`src/rtl/skew_clk_pkg.sv`:
```
package skew_clk_pkg;

  localparam int PAIRS = 4;
  localparam int SEL_W = 4;

  typedef enum logic [1:0] {
    PM_SKEW = 2'd0,
    PM_DIV2 = 2'd1,
    PM_DIV4 = 2'd2,
    PM_INV  = 2'd3
  } pair_mode_e;

  typedef struct packed {
    pair_mode_e         mode;
    logic signed [4:0]  skew;
  } pair_cfg_t;

  // three-level digit: 0 LOW, 1 MID, 2 HIGH; the spare code reads as MID
  function automatic int level_of(input logic [1:0] code);
    case (code)
      2'b00:   return 0;
      2'b10:   return 2;
      default: return 1;
    endcase
  endfunction

  function automatic int code_index(input logic [3:0] sel);
    return 3 * level_of(sel[3:2]) + level_of(sel[1:0]);
  endfunction

  // coarse pairs step by two ticks and use the end codes for special modes
  function automatic pair_cfg_t decode_pair(input logic [3:0] sel,
                                            input bit coarse,
                                            input bit hh_inverts);
    pair_cfg_t r;
    int idx;
    idx    = code_index(sel);
    r.mode = PM_SKEW;
    r.skew = '0;
    if (!coarse)        r.skew = 5'(idx - 4);
    else if (idx == 0)  r.mode = PM_DIV2;
    else if (idx == 8)  r.mode = hh_inverts ? PM_INV : PM_DIV4;
    else                r.skew = 5'(2 * (idx - 4));
    return r;
  endfunction

  function automatic int cycle_ticks(input logic [1:0] code,
                                     input int lo, input int mid, input int hi);
    case (level_of(code))
      0:       return lo;
      2:       return hi;
      default: return mid;
    endcase
  endfunction

  // rising-edge tick of a pair, folded into [0, len)
  function automatic int phase_offset(input int skew, input int shift, input int len);
    int o;
    o = skew + shift;
    if (o < 0) o = o + len;
    return o;
  endfunction

  function automatic logic wave_at(input int tick, input int off, input int len);
    int d;
    d = tick - off;
    if (d < 0) d = d + len;
    return d < (len / 2);
  endfunction

endpackage

```
`src/rtl/skew_tick_timer.sv`:
```
module skew_tick_timer
  import skew_clk_pkg::*;
#(
  parameter int CYC_LO  = 44,
  parameter int CYC_MID = 26,
  parameter int CYC_HI  = 16,
  parameter int CW      = 6
) (
  input  logic          clk,
  input  logic          rst_n,
  input  logic [1:0]    range_code,
  output logic          wrap,
  output logic [CW-1:0] cnt_q,
  output logic [CW-1:0] len_q,
  output logic [CW-1:0] cnt_nxt,
  output logic [CW-1:0] len_nxt
);

  logic pend_q;

  always_comb begin
    wrap    = pend_q | (cnt_q == len_q - CW'(1));
    cnt_nxt = wrap ? '0 : cnt_q + CW'(1);
    len_nxt = wrap ? CW'(cycle_ticks(range_code, CYC_LO, CYC_MID, CYC_HI)) : len_q;
  end

  always_ff @(posedge clk or negedge rst_n) begin
    if (!rst_n) begin
      pend_q <= 1'b1;
      cnt_q  <= '0;
      len_q  <= CW'(CYC_MID);
    end else begin
      pend_q <= 1'b0;
      cnt_q  <= cnt_nxt;
      len_q  <= len_nxt;
    end
  end

endmodule

```
`src/rtl/skew_pair_lane.sv`:
```
module skew_pair_lane
  import skew_clk_pkg::*;
#(
  parameter int CW         = 6,
  parameter bit COARSE     = 1'b0,
  parameter bit HH_INVERTS = 1'b0
) (
  input  logic          clk,
  input  logic          rst_n,
  input  logic          wrap,
  input  logic [3:0]    sel,
  input  logic [CW-1:0] cnt_nxt,
  input  logic [CW-1:0] len_nxt,
  input  logic [CW-1:0] shift_nxt,
  input  logic          zero_edge,
  output logic          lane_q,
  output pair_cfg_t     cfg_q
);

  pair_cfg_t  cfg_nxt;
  logic [1:0] dcnt_q, dcnt_nxt;
  logic       skew_wave, zero_wave, lane_d;

  always_comb begin
    cfg_nxt   = wrap ? decode_pair(sel, COARSE, HH_INVERTS) : cfg_q;
    dcnt_nxt  = zero_edge ? dcnt_q + 2'd1 : dcnt_q;
    skew_wave = wave_at(int'(cnt_nxt),
                        phase_offset(int'($signed(cfg_nxt.skew)), int'(shift_nxt), int'(len_nxt)),
                        int'(len_nxt));
    zero_wave = wave_at(int'(cnt_nxt), int'(shift_nxt), int'(len_nxt));
    case (cfg_nxt.mode)
      PM_DIV2: lane_d = dcnt_nxt[0];
      PM_DIV4: lane_d = dcnt_nxt[1];
      PM_INV:  lane_d = ~zero_wave;
      default: lane_d = skew_wave;
    endcase
  end

  always_ff @(posedge clk or negedge rst_n) begin
    if (!rst_n) begin
      cfg_q  <= '{mode: PM_SKEW, skew: '0};
      dcnt_q <= '0;
      lane_q <= 1'b0;
    end else begin
      cfg_q  <= cfg_nxt;
      dcnt_q <= dcnt_nxt;
      lane_q <= lane_d;
    end
  end

endmodule

```
`src/rtl/skew_clock_gen.sv`:
```
module skew_clock_gen
  import skew_clk_pkg::*;
#(
  parameter int CYC_LO  = 44,
  parameter int CYC_MID = 26,
  parameter int CYC_HI  = 16
) (
  input  logic                   clk,
  input  logic                   rst_n,
  input  logic                   align_rise,
  input  logic [1:0]             range_code,
  input  logic [PAIRS*SEL_W-1:0] pair_sel,
  output logic                   ref_clk,
  output logic [2*PAIRS-1:0]     clk_out
);

  localparam int CW = $clog2(CYC_LO + 1);

  // named events for the checker
  logic                 wrap_evt;
  logic [CW-1:0]        tick_cnt, tick_len;
  logic [CW-1:0]        cnt_nxt, len_nxt, shift_nxt;
  logic                 align_q, align_nxt;
  logic                 zero_edge;
  logic                 zs_q, ref_q;
  logic [PAIRS-1:0]     lane_q;
  pair_cfg_t [PAIRS-1:0] lane_cfg;

  skew_tick_timer #(
    .CYC_LO(CYC_LO), .CYC_MID(CYC_MID), .CYC_HI(CYC_HI), .CW(CW)
  ) u_timer (
    .clk(clk), .rst_n(rst_n), .range_code(range_code),
    .wrap(wrap_evt), .cnt_q(tick_cnt), .len_q(tick_len),
    .cnt_nxt(cnt_nxt), .len_nxt(len_nxt)
  );

  always_comb begin
    align_nxt = wrap_evt ? align_rise : align_q;
    shift_nxt = align_nxt ? '0 : (len_nxt >> 1);
    zero_edge = (cnt_nxt == shift_nxt);
  end

  always_ff @(posedge clk or negedge rst_n) begin
    if (!rst_n) begin
      align_q <= 1'b1;
      ref_q   <= 1'b0;
      zs_q    <= 1'b0;
    end else begin
      align_q <= align_nxt;
      ref_q   <= (cnt_nxt < (len_nxt >> 1));
      zs_q    <= wave_at(int'(cnt_nxt), int'(shift_nxt), int'(len_nxt));
    end
  end

  for (genvar p = 0; p < PAIRS; p++) begin : g_lane
    skew_pair_lane #(
      .CW(CW), .COARSE(p >= 2), .HH_INVERTS(p == 3)
    ) u_lane (
      .clk(clk), .rst_n(rst_n), .wrap(wrap_evt),
      .sel(pair_sel[SEL_W*p +: SEL_W]),
      .cnt_nxt(cnt_nxt), .len_nxt(len_nxt), .shift_nxt(shift_nxt),
      .zero_edge(zero_edge),
      .lane_q(lane_q[p]), .cfg_q(lane_cfg[p])
    );
    assign clk_out[2*p +: 2] = {2{lane_q[p]}};
  end

  assign ref_clk = ref_q;

endmodule

```
`config.mk`:
```
export PLATFORM = sky130hd
export DESIGN_NAME = skew_clock_gen
export DESIGN_NICKNAME = d
export VERILOG_FILES = /design/src/rtl/skew_clk_pkg.sv /design/src/rtl/skew_tick_timer.sv /design/src/rtl/skew_pair_lane.sv /design/src/rtl/skew_clock_gen.sv
export SDC_FILE = /design/constraint.sdc
export NUM_CORES = 1
export LEC_CHECK = 0
export CAP_MARGIN = 30
export CELL_PAD_IN_SITES_DETAIL_PLACEMENT = 1
export CELL_PAD_IN_SITES_GLOBAL_PLACEMENT = 2
export CORE_UTILIZATION = 30
export DETAILED_ROUTE_END_ITERATION = 8
export DONT_BUFFER_PORTS = 1
export GPL_TIMING_DRIVEN = 0
export PLACE_DENSITY = 0.73
export SETUP_SLACK_MARGIN = 0.3
export SYNTH_ARGS = -nofsm -noshare
export SYNTH_HDL_FRONTEND = slang
export SYNTH_HIERARCHICAL = 1
export SYNTH_SLANG_ARGS = --single-unit
```
`constraint.sdc`:
```
create_clock -name clk -period 11.6 [get_ports clk]
set_clock_uncertainty 0.1 [all_clocks]
set_input_delay 0.58 -clock clk [delete_from_list [all_inputs] [get_ports clk]]
set_output_delay 0.58 -clock clk [all_outputs]
set_load 0.005 [all_outputs]
```
==> impl_metrics.py, run 1 <==
metrics = {
    "timing": {
        "max_freq_mhz": 99.9,
        "setup_tns_ns": 0,
        "max_slew_margin_pct": 33.3,
        "fin_ws_ns": 1.59,
        "final.hold.worst_slack_ns": 0.0239,
        "finalMaxSlewViolations": 0,
        "setup_violations": 0,
        "tightest_slew_ns": 1.00,
        "hold_viol_final": 0,
        "fin_crit_ns": 10.01,
        "period_share_pct": 86.3,
        "rsz0062_at_grt": "false",
    },
    "clock_network": {
        "clockBufferDepth": 2,
        "clk_pin_slew_ns": 0.10,
        "cts_hold_buf": 1,
        "clk-insertion-delay-late_ns": 0.33,
        "cts_sinks": 55,
        "cts_setup_buffers": 0,
        "cts_buffers": 5,
        "cts_tree": "built",
        "cts_root_buffer": "clkbuf_16",
        "ctsResizeCount": 0,
        "cts_max_level": 2,
    },
    "logic_synthesis": {
        "ys_top_cells_by_count": "ha_1 (244), inv_1 (157), nand2_1 (134)",
        "synth.distinct_cells": 131,
        "async_flop_share_pct": 100,
        "yosysWarnings": 6,
        "ys_ff_latch": 55,
        "synth-edff-count": 0,
        "synthFlopType": "dfrtp_1",
        "ys_seq_area_share_pct": 9.78,
        "syn-cell-area_um2": 14100,
        "synthCells": 1763,
        "yosysTopAreaCell": "ha_1",
        "synth.most_common_cell": "ha_1",
        "yosys.area.top_type_share_pct": 21.6,
        "syn_avg_cell_area_um2": 8.02,
        "synth_area_leaders": "ha_1 (22%), dfrtp_1 (8.9%), xnor2_1 (4.5%)",
    },
    "grt": {
        "grt_pass1_wl_um": 71100,
        "top_usage_layer": "met2",
        "met1_usage_pct": 24.2,
        "track_usage_pct": 18.2,
        "antenna_found_initial": 0,
        "grt-ovfl-total": 0,
        "grt_pass1_vias": 13600,
        "grt_max_degree": 56,
        "gr-usage-met3_pct": 0.929,
        "use_met2_pct": 32.3,
    },
    "floorplan": {
        "die_y_um": 219,
        "fp-row-count": 79,
        "die_x_um": 219,
        "design.core.area_um2": 46600,
        "start_util_pct": 30.4,
        "die_area_um2": 48000,
        "ios": 30,
    },
    "place": {
        "placed_cell_area_um2": 15100,
        "dp_cells": 2385,
        "gp_congestion": 0.841,
        "place_hpwl_um": 34300,
        "dp_slack_ns": 1.61,
        "port_buffers": 0,
    },
    "power": {
        "p_comb_share_pct": 87.5,
        "power.leakage_nw": 6.74,
        "power_mw": 3.44,
        "p_int_mw": 1.58,
        "pwr-share-seq_pct": 7.2,
        "vdd_drop_max_uv": 138,
        "clockPowerShare_pct": 5.3,
        "power_switching_share_pct": 54.0,
        "power.density_nw_per_um2": 225,
        "p_switching_mw": 1.86,
    },
    "drt": {
        "drt_iter0_markers": 479,
        "viasPerCell": 5.39,
        "drc": 0,
        "wl_um": 42600,
        "routed-via-count": 12900,
        "ant_nets": 0,
        "wl_per_cell_um": 17.8,
        "drtPass1Iterations": 4,
    },
    "critical_path": {
        "reg2regPathDepth": 29,
        "required_ns": 11.72,
        "timing.rr.end": "g_lane[2].u_lane/lane_q",
        "cp.depth": 29,
        "worst-setup-path-type": "flip-flop to flip-flop",
        "crit_start": "u_timer/len_q[1]",
        "endpoint_kind": "flip-flop",
        "crit_family": "compound AO/OA/AOI/OAI gates",
        "timing.rr.start": "u_timer/len_q[1]",
        "cp-start-kind": "flip-flop",
        "worst-path-buf-inv": 4,
        "cp_slowest_stage_delay_ns": 0.92,
        "cp_max_fo": 25,
        "crit_arrival_ns": 10.13,
        "ff2ff_setup_slack_ns": 1.59,
        "crit_path_end": "g_lane[2].u_lane/lane_q",
        "worst_path_max_delay_cell": "mux2_2",
        "cp_common_cell": "ha_1",
    },
    "final_layout": {
        "final_core_util_pct": 32.8,
        "multi_input_area_um2": 12000,
        "area_growth_pct": 8.07,
        "nets": 2080,
        "num-fill-cells": 5621,
        "layout-drive-gt1-share_pct": 9.06,
        "fin_cells": 2395,
        "antennaDiodeCount": 0,
        "seqCellArea_um2": 1380,
        "finalInstanceArea_um2": 15300,
    },
    "flow_run": {
        "drv_cap": 0,
    },
    "hold_path": {
        "hp-class": "input pin to async pin",
    },
    "run_status": {
        "status": "finished clean",
    },
}
[registers in the layout, summed over array words and instances, names as in the netlist]
| name | flops |
|---|---|
| g_lane.u_lane/cfg_q | 28 |
| g_lane.u_lane/lane_q | 4 |
| u_timer/len_q | 6 |
| align_q | 1 |
| u_timer/cnt_q | 6 |
| u_timer/pend_q | 1 |
| g_lane.u_lane/dcnt_q | 8 |
| ref_clk | 1 |
[logic make-up (layout without fill, tap and decap cells)]
logic type / Yosys count / count (layout) / share of synthesized area (%)
muxes: 48 / 48 / 3.80
adders and majority gates: 272 / 272 / 25.6
xor gates and xnor gates: 131 / 131 / 8.64
other: 2 / 9 / 0.0531
and+or+nand+nor: 517 / 517 / 19.2
buffers and inverters: 205 / 223 / 6.04
DFF: 55 / 55 / 9.78
AOI/OAI and AO/OA: 533 / 533 / 26.9
[layer usage]
layer | share of wire (%) | wire (µm)
met4 | 1.2 | 519
met1 | 49 | 21000
met2 | 49 | 20700
met5 | 0 | 0
met3 | 0.82 | 351
[cell type report]
cell class / count / share of cell area (%)
inverters: 161 / 3.97
well taps: 607 / 4.97
repair buffers: 10 / 1.11
clock inverters: 3 / 0.221
multi-input cells: 1510 / 78.2
plain buffers: 44 / 1.61
clock buffers: 5 / 0.819
flip-flops and latches: 55 / 9.05
[placed cells by master (no fill, tap or decap), drive strengths merged, types with 16 or more instances in the layout]
| cell | n |
|---|---|
| ha | 244 |
| inv | 161 |
| nand2 | 136 |
| a21oi | 124 |
| nor2 | 112 |
| o21ai | 96 |
| xnor2 | 77 |
| a21o | 58 |
| xor2 | 53 |
| dfrtp | 50 |
| nor2b | 43 |
| nor3 | 41 |
| o21a | 37 |
| nand3 | 33 |
| mux2 | 32 |
| buf | 30 |
| clkbuf | 29 |
| fa | 28 |
| a31oi | 23 |
| o211ai | 22 |
| a211oi | 22 |
| nor4 | 22 |
| nand2b | 21 |
| and2 | 17 |
| nand4 | 16 |
| mux2i | 16 |
[power groups by stage]
stage / logic (mW) / registers, mW / clock network [mW]
2_1_floorplan: 2.35 / 0.248 / 0
3_3_place_gp: 2.90 / 0.252 / 0
3_5_place_dp: 3.00 / 0.252 / 0
4_1_cts: 3.03 / 0.249 / 0.191
5_1_grt: 3.42 / 0.253 / 0.196
6_report: 3.01 / 0.248 / 0.182
[worst min path at each step]
stage	end	slack (ns)	startpoint
finish	u_timer/len_q[2]	0.02	rst_n
global route	u_timer/len_q[2]	0.04	rst_n
CTS	g_lane[2].u_lane/cfg_q[4]	0.03	rst_n
detailed placement	g_lane[3].u_lane/cfg_q[4]	0.19	rst_n
global placement	g_lane[3].u_lane/cfg_q[4]	0.19	rst_n
floorplan	g_lane[0].u_lane/cfg_q[0]	0.18	rst_n
[worst reg2reg max path, delay by kind of cell (launching register included)]
family | cells | cell delay (ns)
XOR/XNOR | 2 | 0.40
buffers and inverters | 4 | 0.57
AND/OR/NAND/NOR | 9 | 2.76
AO/OA/AOI/OAI | 9 | 3.32
flip-flops | 1 | 0.57
multiplexers | 1 | 0.92
adder cells (fa/ha/maj) | 4 | 1.25
Power figures use the tool's default switching activity.
==> run 2, diff against run 1 <==
- ABC_AREA: not set -> 1
- PLACE_DENSITY: 0.73 -> 0.78
- clock period: 11.6 -> 12.56 ns (I/O delays scaled with it)
==> run 2 against run 1 <==
  * Clock-buffer cell count is the same
  * Total power shrank 19%
  * Die area grew 5.0%
  * Utilization shrank 0.10 points
  * Critical endpoint is now g_lane[0].u_lane/lane_q
==> impl_metrics.py, run 2 <==
metrics = {
    "critical_path": {
        "cp_max_fo": 24,
        "cp_common_cell": "nand2_1",
        "timing.rr.start": "u_timer/len_q[1]",
        "crit_start": "u_timer/len_q[1]",
        "cp-start-kind": "flip-flop",
        "cp_slowest_stage_delay_ns": 0.65,
        "required_ns": 12.69,
        "crit_arrival_ns": 9.82,
        "endpoint_kind": "flip-flop",
        "worst_path_max_delay_cell": "nand2_2",
        "worst-setup-path-type": "flip-flop to flip-flop",
        "ff2ff_setup_slack_ns": 2.87,
    },
    "grt": {
        "grt_pass1_wl_um": 76000,
        "grt_pass1_vias": 15500,
        "antenna_found_initial": 0,
        "grt_max_degree": 51,
        "track_usage_pct": 18.2,
        "grt-ovfl-total": 0,
    },
    "hold_path": {
        "hp-class": "input pin to async pin",
    },
    "final_layout": {
        "area_growth_pct": 7.65,
        "layout_common_cells": "nand2_1 (582), inv_1 (382), ha_1 (244)",
        "multi_input_area_um2": 11700,
        "nets": 2651,
        "layout-drive-gt1-share_pct": 8.48,
        "num-fill-cells": 6437,
        "top_regs": "g_lane.u_lane/cfg_q x28, g_lane.u_lane/dcnt_q x8",
        "mostFrequentLayoutCell": "nand2_1",
        "top_register": "g_lane.u_lane/cfg_q",
        "antennaDiodeCount": 0,
        "seqCellArea_um2": 1380,
        "largest_reg_flops": 28,
    },
    "logic_synthesis": {
        "synth.distinct_cells": 54,
        "syn_avg_cell_area_um2": 6.35,
        "synth_area_leaders": "ha_1 (21%), nand2_1 (15%), inv_1 (9.7%)",
        "synth.most_common_cell": "nand2_1",
        "ys_ff_latch": 55,
        "syn-cell-area_um2": 14800,
        "ys_seq_area_share_pct": 9.32,
        "synth-edff-count": 0,
        "async_flop_share_pct": 100,
        "yosysTopAreaCell": "ha_1",
        "synthFlopType": "dfrtp_1",
        "yosysWarnings": 6,
        "synthCells": 2338,
        "yosys.area.top_type_share_pct": 20.6,
        "ys_top_cells_by_count": "nand2_1 (583), inv_1 (382), ha_1 (244)",
    },
    "drt": {
        "drt_iter0_markers": 396,
        "viasPerCell": 4.80,
        "routed-via-count": 14500,
        "wl_per_cell_um": 14.6,
        "ant_nets": 0,
        "wl_um": 44000,
        "drtPass1Iterations": 4,
        "drc": 0,
    },
    "timing": {
        "finalMaxSlewViolations": 0,
        "max_slew_margin_pct": 35.1,
        "period_share_pct": 77.1,
        "setup_violations": 0,
        "hold_viol_final": 0,
        "fin_crit_ns": 9.69,
        "setup_tns_ns": 0,
        "max_freq_mhz": 103,
        "fin_ws_ns": 2.87,
        "tightest_slew_ns": 0.973,
        "rsz0062_at_grt": "false",
    },
    "floorplan": {
        "die_y_um": 224,
        "start_util_pct": 30.4,
        "ios": 30,
        "die_x_um": 224,
        "die_area_um2": 50400,
        "fp-row-count": 81,
        "design.core.area_um2": 48800,
    },
    "run_status": {
        "status": "finished clean",
    },
    "flow_run": {
        "drv_cap": 0,
    },
    "clock_network": {
        "cts_setup_buffers": 0,
        "cts_root_buffer": "clkbuf_16",
        "cts_max_level": 2,
        "cts_tree": "built",
        "clk_pin_slew_ns": 0.08,
        "cts_sinks": 55,
        "clk-insertion-delay-late_ns": 0.32,
        "ctsResizeCount": 0,
        "clockBufferDepth": 2,
        "cts_buffers": 5,
    },
    "place": {
        "gp_congestion": 0.830,
        "port_buffers": 0,
        "place_hpwl_um": 36300,
        "dp_slack_ns": 2.74,
    },
    "power": {
        "power.leakage_nw": 8.46,
        "power_mw": 2.78,
        "vdd_drop_max_uv": 55.0,
        "power.density_nw_per_um2": 174,
    },
}
[run 2: changes by cell type after synthesis, moves of 27 or more]
cell     delta
mux2_2     -27
nand2_1   +449
nand2_2    +32
nor2b_1    -41
o21a_1     -36
a21o_1     -48
nand2_4    +27
inv_1     +225
nor2_1     +90
nand3_1   +167
xnor2_1    -45
[run 2: cell type report]
type                            instances  area share, %
Buffer                                 36           1.45
Clock buffer                            5          0.783
Clock inverter                          3          0.149
Inverter                              405           9.58
Multi-Input combinational cell       1849           73.4
Sequential cell                        55           8.65
Tap cell                              664           5.20
Timing Repair Buffer                    6          0.775
[run 2: stage by stage]
step | instances | hold WS (ns) | cell area [µm²] | util [%]
after global routing | 3023 | 0.0204 | 16000 | 32.7
after floorplan | 2345 | 0.232 | 14900 | -
after detailed placement | 3014 | 0.233 | 15800 | 32.3
after global placement | 3009 | 0.233 | 15700 | 32.1
final | 3023 | 0.0405 | 16000 | 32.7
after CTS | 3023 | 0.0242 | 16000 | 32.7
[run 2: worst max-delay path: cells and delay by family (launching register included)]
kind	cells	cell delay, ns
adder cells (fa/ha/maj)	5	1.49
AND/OR/NAND/NOR	31	3.74
buffers and inverters	8	2.16
flip-flops	1	0.58
XOR/XNOR	1	0.12
AO/OA/AOI/OAI	8	1.40
[run 2: cell families after synthesis]
group / share of synthesized area [%]
AOI/OAI and AO/OA: 9.39
xor gates and xnor gates: 5.67
adders and majority gates: 24.3
buffers and inverters: 11.9
DFF: 9.32
muxes: 0.0759
other: 0.0506
and+or+nand+nor: 39.3
[run 2: layer usage]
layer / vias up / part of all wire [%] / global-route usage (%)
met5: - / 0 / 0
met2: 73 / 49 / 33.6
met1: 6859 / 48 / 23.5
met4: 0 / 1.4 / 3.16
li1: 7561 / - / -
met3: 31 / 0.92 / 0.927
[run 2: final timing paths]
path / to / depth (start not counted)
setup / recovery: g_lane[0].u_lane/lane_q / 53
hold / removal: align_q / 0
setup reg to reg: g_lane[0].u_lane/lane_q / 53
hold reg to reg: g_lane[2].u_lane/dcnt_q[1] / 1
max in group asynchronous: g_lane[3].u_lane/cfg_q[4] / 1
min in group clk: g_lane[2].u_lane/dcnt_q[1] / 1
[run 2: report_power, final]
part | internal, mW | switching, mW
Combinational | 0.864 | 1.53
Clock | 0.0752 | 0.0808
Sequential | 0.210 | 0.0192
Total | 1.15 | 1.63
[run 2: what timing repair did]
item,in CTS,in global routing
endpoints found under the hold margin,50,0
hold buffers,1,0
endpoints found under the setup margin,0,0
==> run 3, diff against run 2 <==
- ABC_AREA: 1 -> 0
- PLACE_DENSITY: 0.78 -> 0.75
- clock period: 12.56 -> 8.5 ns (I/O delays scaled with it)
==> run 3 against run 2 <==
  * Sequential share of layout area decreased by 0.70 points
  * Total power up 97%
  * Routed wire length grew 7.2%
  * Combinational power up 100%
  * Register-to-register slack lost 2.4 ns
  * Sequential power rose by 49%
  * Clock power is 57% higher
  * Fmax up 20%
  * Clock-buffer cell count did not move
  * First-iteration DRC count up 29%
  * Via count down 5.1%
  * Critical endpoint is now g_lane[2].u_lane/lane_q
  * Highest routed layer unchanged
==> impl_metrics.py, run 3 (synthesized netlist as in run 1, its figures left out) <==
metrics = {
    "run_status": {
        "status": "finished clean",
    },
    "grt": {
        "grt_pass1_vias": 14100,
        "grt_pass1_wl_um": 72800,
        "grt-ovfl-total": 0,
        "track_usage_pct": 18.7,
        "grt_max_degree": 56,
        "antenna_found_initial": 0,
    },
    "clock_network": {
        "clockBufferDepth": 2,
        "cts_max_level": 2,
        "cts_buffers": 5,
        "clk-insertion-delay-late_ns": 0.33,
        "cts_root_buffer": "clkbuf_16",
        "cts_tree": "built",
        "clk_pin_slew_ns": 0.10,
        "cts_sinks": 55,
    },
    "power": {
        "power.leakage_nw": 7.47,
        "power_mw": 5.48,
        "power.density_nw_per_um2": 315,
        "vdd_drop_max_uv": 243,
    },
    "final_layout": {
        "finalInstanceArea_um2": 17400,
        "top_register": "g_lane.u_lane/cfg_q",
        "antennaDiodeCount": 0,
        "top_regs": "g_lane.u_lane/cfg_q x28, g_lane.u_lane/dcnt_q x8",
        "multi_input_area_um2": 13100,
        "layout_common_cells": "ha_1 (212), inv_1 (149), nand2_1 (128)",
        "seqCellArea_um2": 1380,
        "area_growth_pct": 22.9,
        "mostFrequentLayoutCell": "ha_1",
        "num-fill-cells": 5487,
        "final_core_util_pct": 37.3,
        "layout-drive-gt1-share_pct": 22.6,
        "nets": 2185,
        "largest_reg_flops": 28,
    },
    "drt": {
        "ant_nets": 0,
        "wl_um": 47200,
        "drtPass1Iterations": 5,
        "viasPerCell": 5.51,
        "drc": 0,
        "drt_iter0_markers": 509,
        "routed-via-count": 13800,
        "wl_per_cell_um": 18.9,
    },
    "floorplan": {
        "start_util_pct": 30.4,
        "die_area_um2": 48000,
        "design.core.area_um2": 46600,
        "ios": 30,
        "die_y_um": 219,
        "die_x_um": 219,
        "fp-row-count": 79,
    },
    "critical_path": {
        "timing.rr.end": "g_lane[2].u_lane/lane_q",
        "cp_max_fo": 6,
        "cp_slowest_stage_delay_ns": 0.54,
        "crit_arrival_ns": 8.17,
        "reg2regPathDepth": 35,
        "cp-start-kind": "flip-flop",
        "worst_path_max_delay_cell": "dfstp_2",
        "required_ns": 8.63,
        "ff2ff_setup_slack_ns": 0.46,
        "crit_start": "u_timer/len_q[1]",
        "endpoint_kind": "flip-flop",
        "crit_path_end": "g_lane[2].u_lane/lane_q",
        "timing.rr.start": "u_timer/len_q[1]",
        "worst-setup-path-type": "flip-flop to flip-flop",
    },
    "flow_run": {
        "drv_cap": 0,
    },
    "place": {
        "port_buffers": 0,
        "placed_cell_area_um2": 15100,
        "gp_congestion": 0.851,
        "place_hpwl_um": 34200,
    },
    "timing": {
        "setup_violations": 0,
        "finalMaxSlewViolations": 0,
        "hold_viol_final": 0,
        "period_share_pct": 94.6,
        "max_slew_margin_pct": 29.3,
        "tightest_slew_ns": 1.06,
        "fin_crit_ns": 8.04,
        "max_freq_mhz": 124,
        "rsz0062_at_grt": "false",
    },
    "hold_path": {
        "hp-class": "input pin to flip-flop",
    },
}
-- run 3: cell types whose count changed in the layout (fill, tap and decap cells not counted), sizes merged, moves of 25 or more --
cell / before / now
nand2: 644 / 136
inv: 401 / 159
nand3: 228 / 33
nor2: 235 / 112
buf: 24 / 137
a21o: 7 / 58
xnor2: 27 / 77
nor2b: 0 / 43
o21a: 0 / 37
mux2: 1 / 34
nand4: 41 / 16
-- run 3: per-layer routing --
| metal | routed length, µm | global-route usage (%) | up-vias |
|---|---|---|---|
| li1 | - | - | 6733 |
| met1 | 21600 | 23.5 | 6852 |
| met2 | 23900 | 33.9 | 151 |
| met3 | 849 | 1.58 | 41 |
| met4 | 804 | 4.65 | 0 |
| met5 | 0 | 0 | - |
-- run 3: final cells by class --
type	count	share of cell area, %
tap	607	4.37
timing repair buffer	113	5.70
inverter	161	3.64
buffer	44	1.81
sequential	55	7.96
multi-input combinational	1512	75.6
clock inverter	3	0.194
clock buffer	5	0.720
-- run 3: worst min path at each step --
stage	startpoint	endpoint	slack [ns]	cells after the start
final	align_rise	align_q	0.24	2
after global routing	align_rise	align_q	0.23	2
after CTS	align_rise	align_q	0.24	2
after detailed placement	rst_n	g_lane[3].u_lane/cfg_q[4]	0.03	0
after global placement	rst_n	g_lane[3].u_lane/cfg_q[4]	0.03	0
after floorplan	rst_n	g_lane[0].u_lane/cfg_q[0]	0.03	0
-- run 3: worst max-delay path, delay by kind of cell, from the launching register on --
family	cells	cell delay, ns
AND/OR/NAND/NOR	10	2.14
XOR/XNOR	3	0.43
buffers and inverters	6	0.75
AO/OA/AOI/OAI	10	2.11
adder cells (fa/ha/maj)	5	1.52
multiplexers	1	0.33
flip-flops	1	0.54
-- run 3: repair_timing --
action                                 4_1_cts  5_1_grt
buffers inserted                            30       73
endpoints found under the hold margin       55        0
hold buffers                                 2        0
setup endpoints to repair                    4        4
pin swaps                                   24       94
gates cloned                                 1        1
resized for setup                           86      191
-- run 3: report_power, final --
group,switching (mW),total [mW],internal (mW)
Clock,0.130,0.245,0.115
Combinational,2.72,4.89,2.17
Sequential,0.0294,0.342,0.312
-- run 3: stage by stage --
stage	hold slack (ns)	instances	setup WS [ns]	TNS, ns
5_1_grt	0.231	2500	0.0964	0
2_1_floorplan	0.0294	1770	0.393	0
4_1_cts	0.239	2426	0.341	0
3_3_place_gp	0.0327	2377	-2.44	-8.66
3_5_place_dp	0.0327	2385	-1.51	-5.20
6_report	0.239	2500	0.459	0
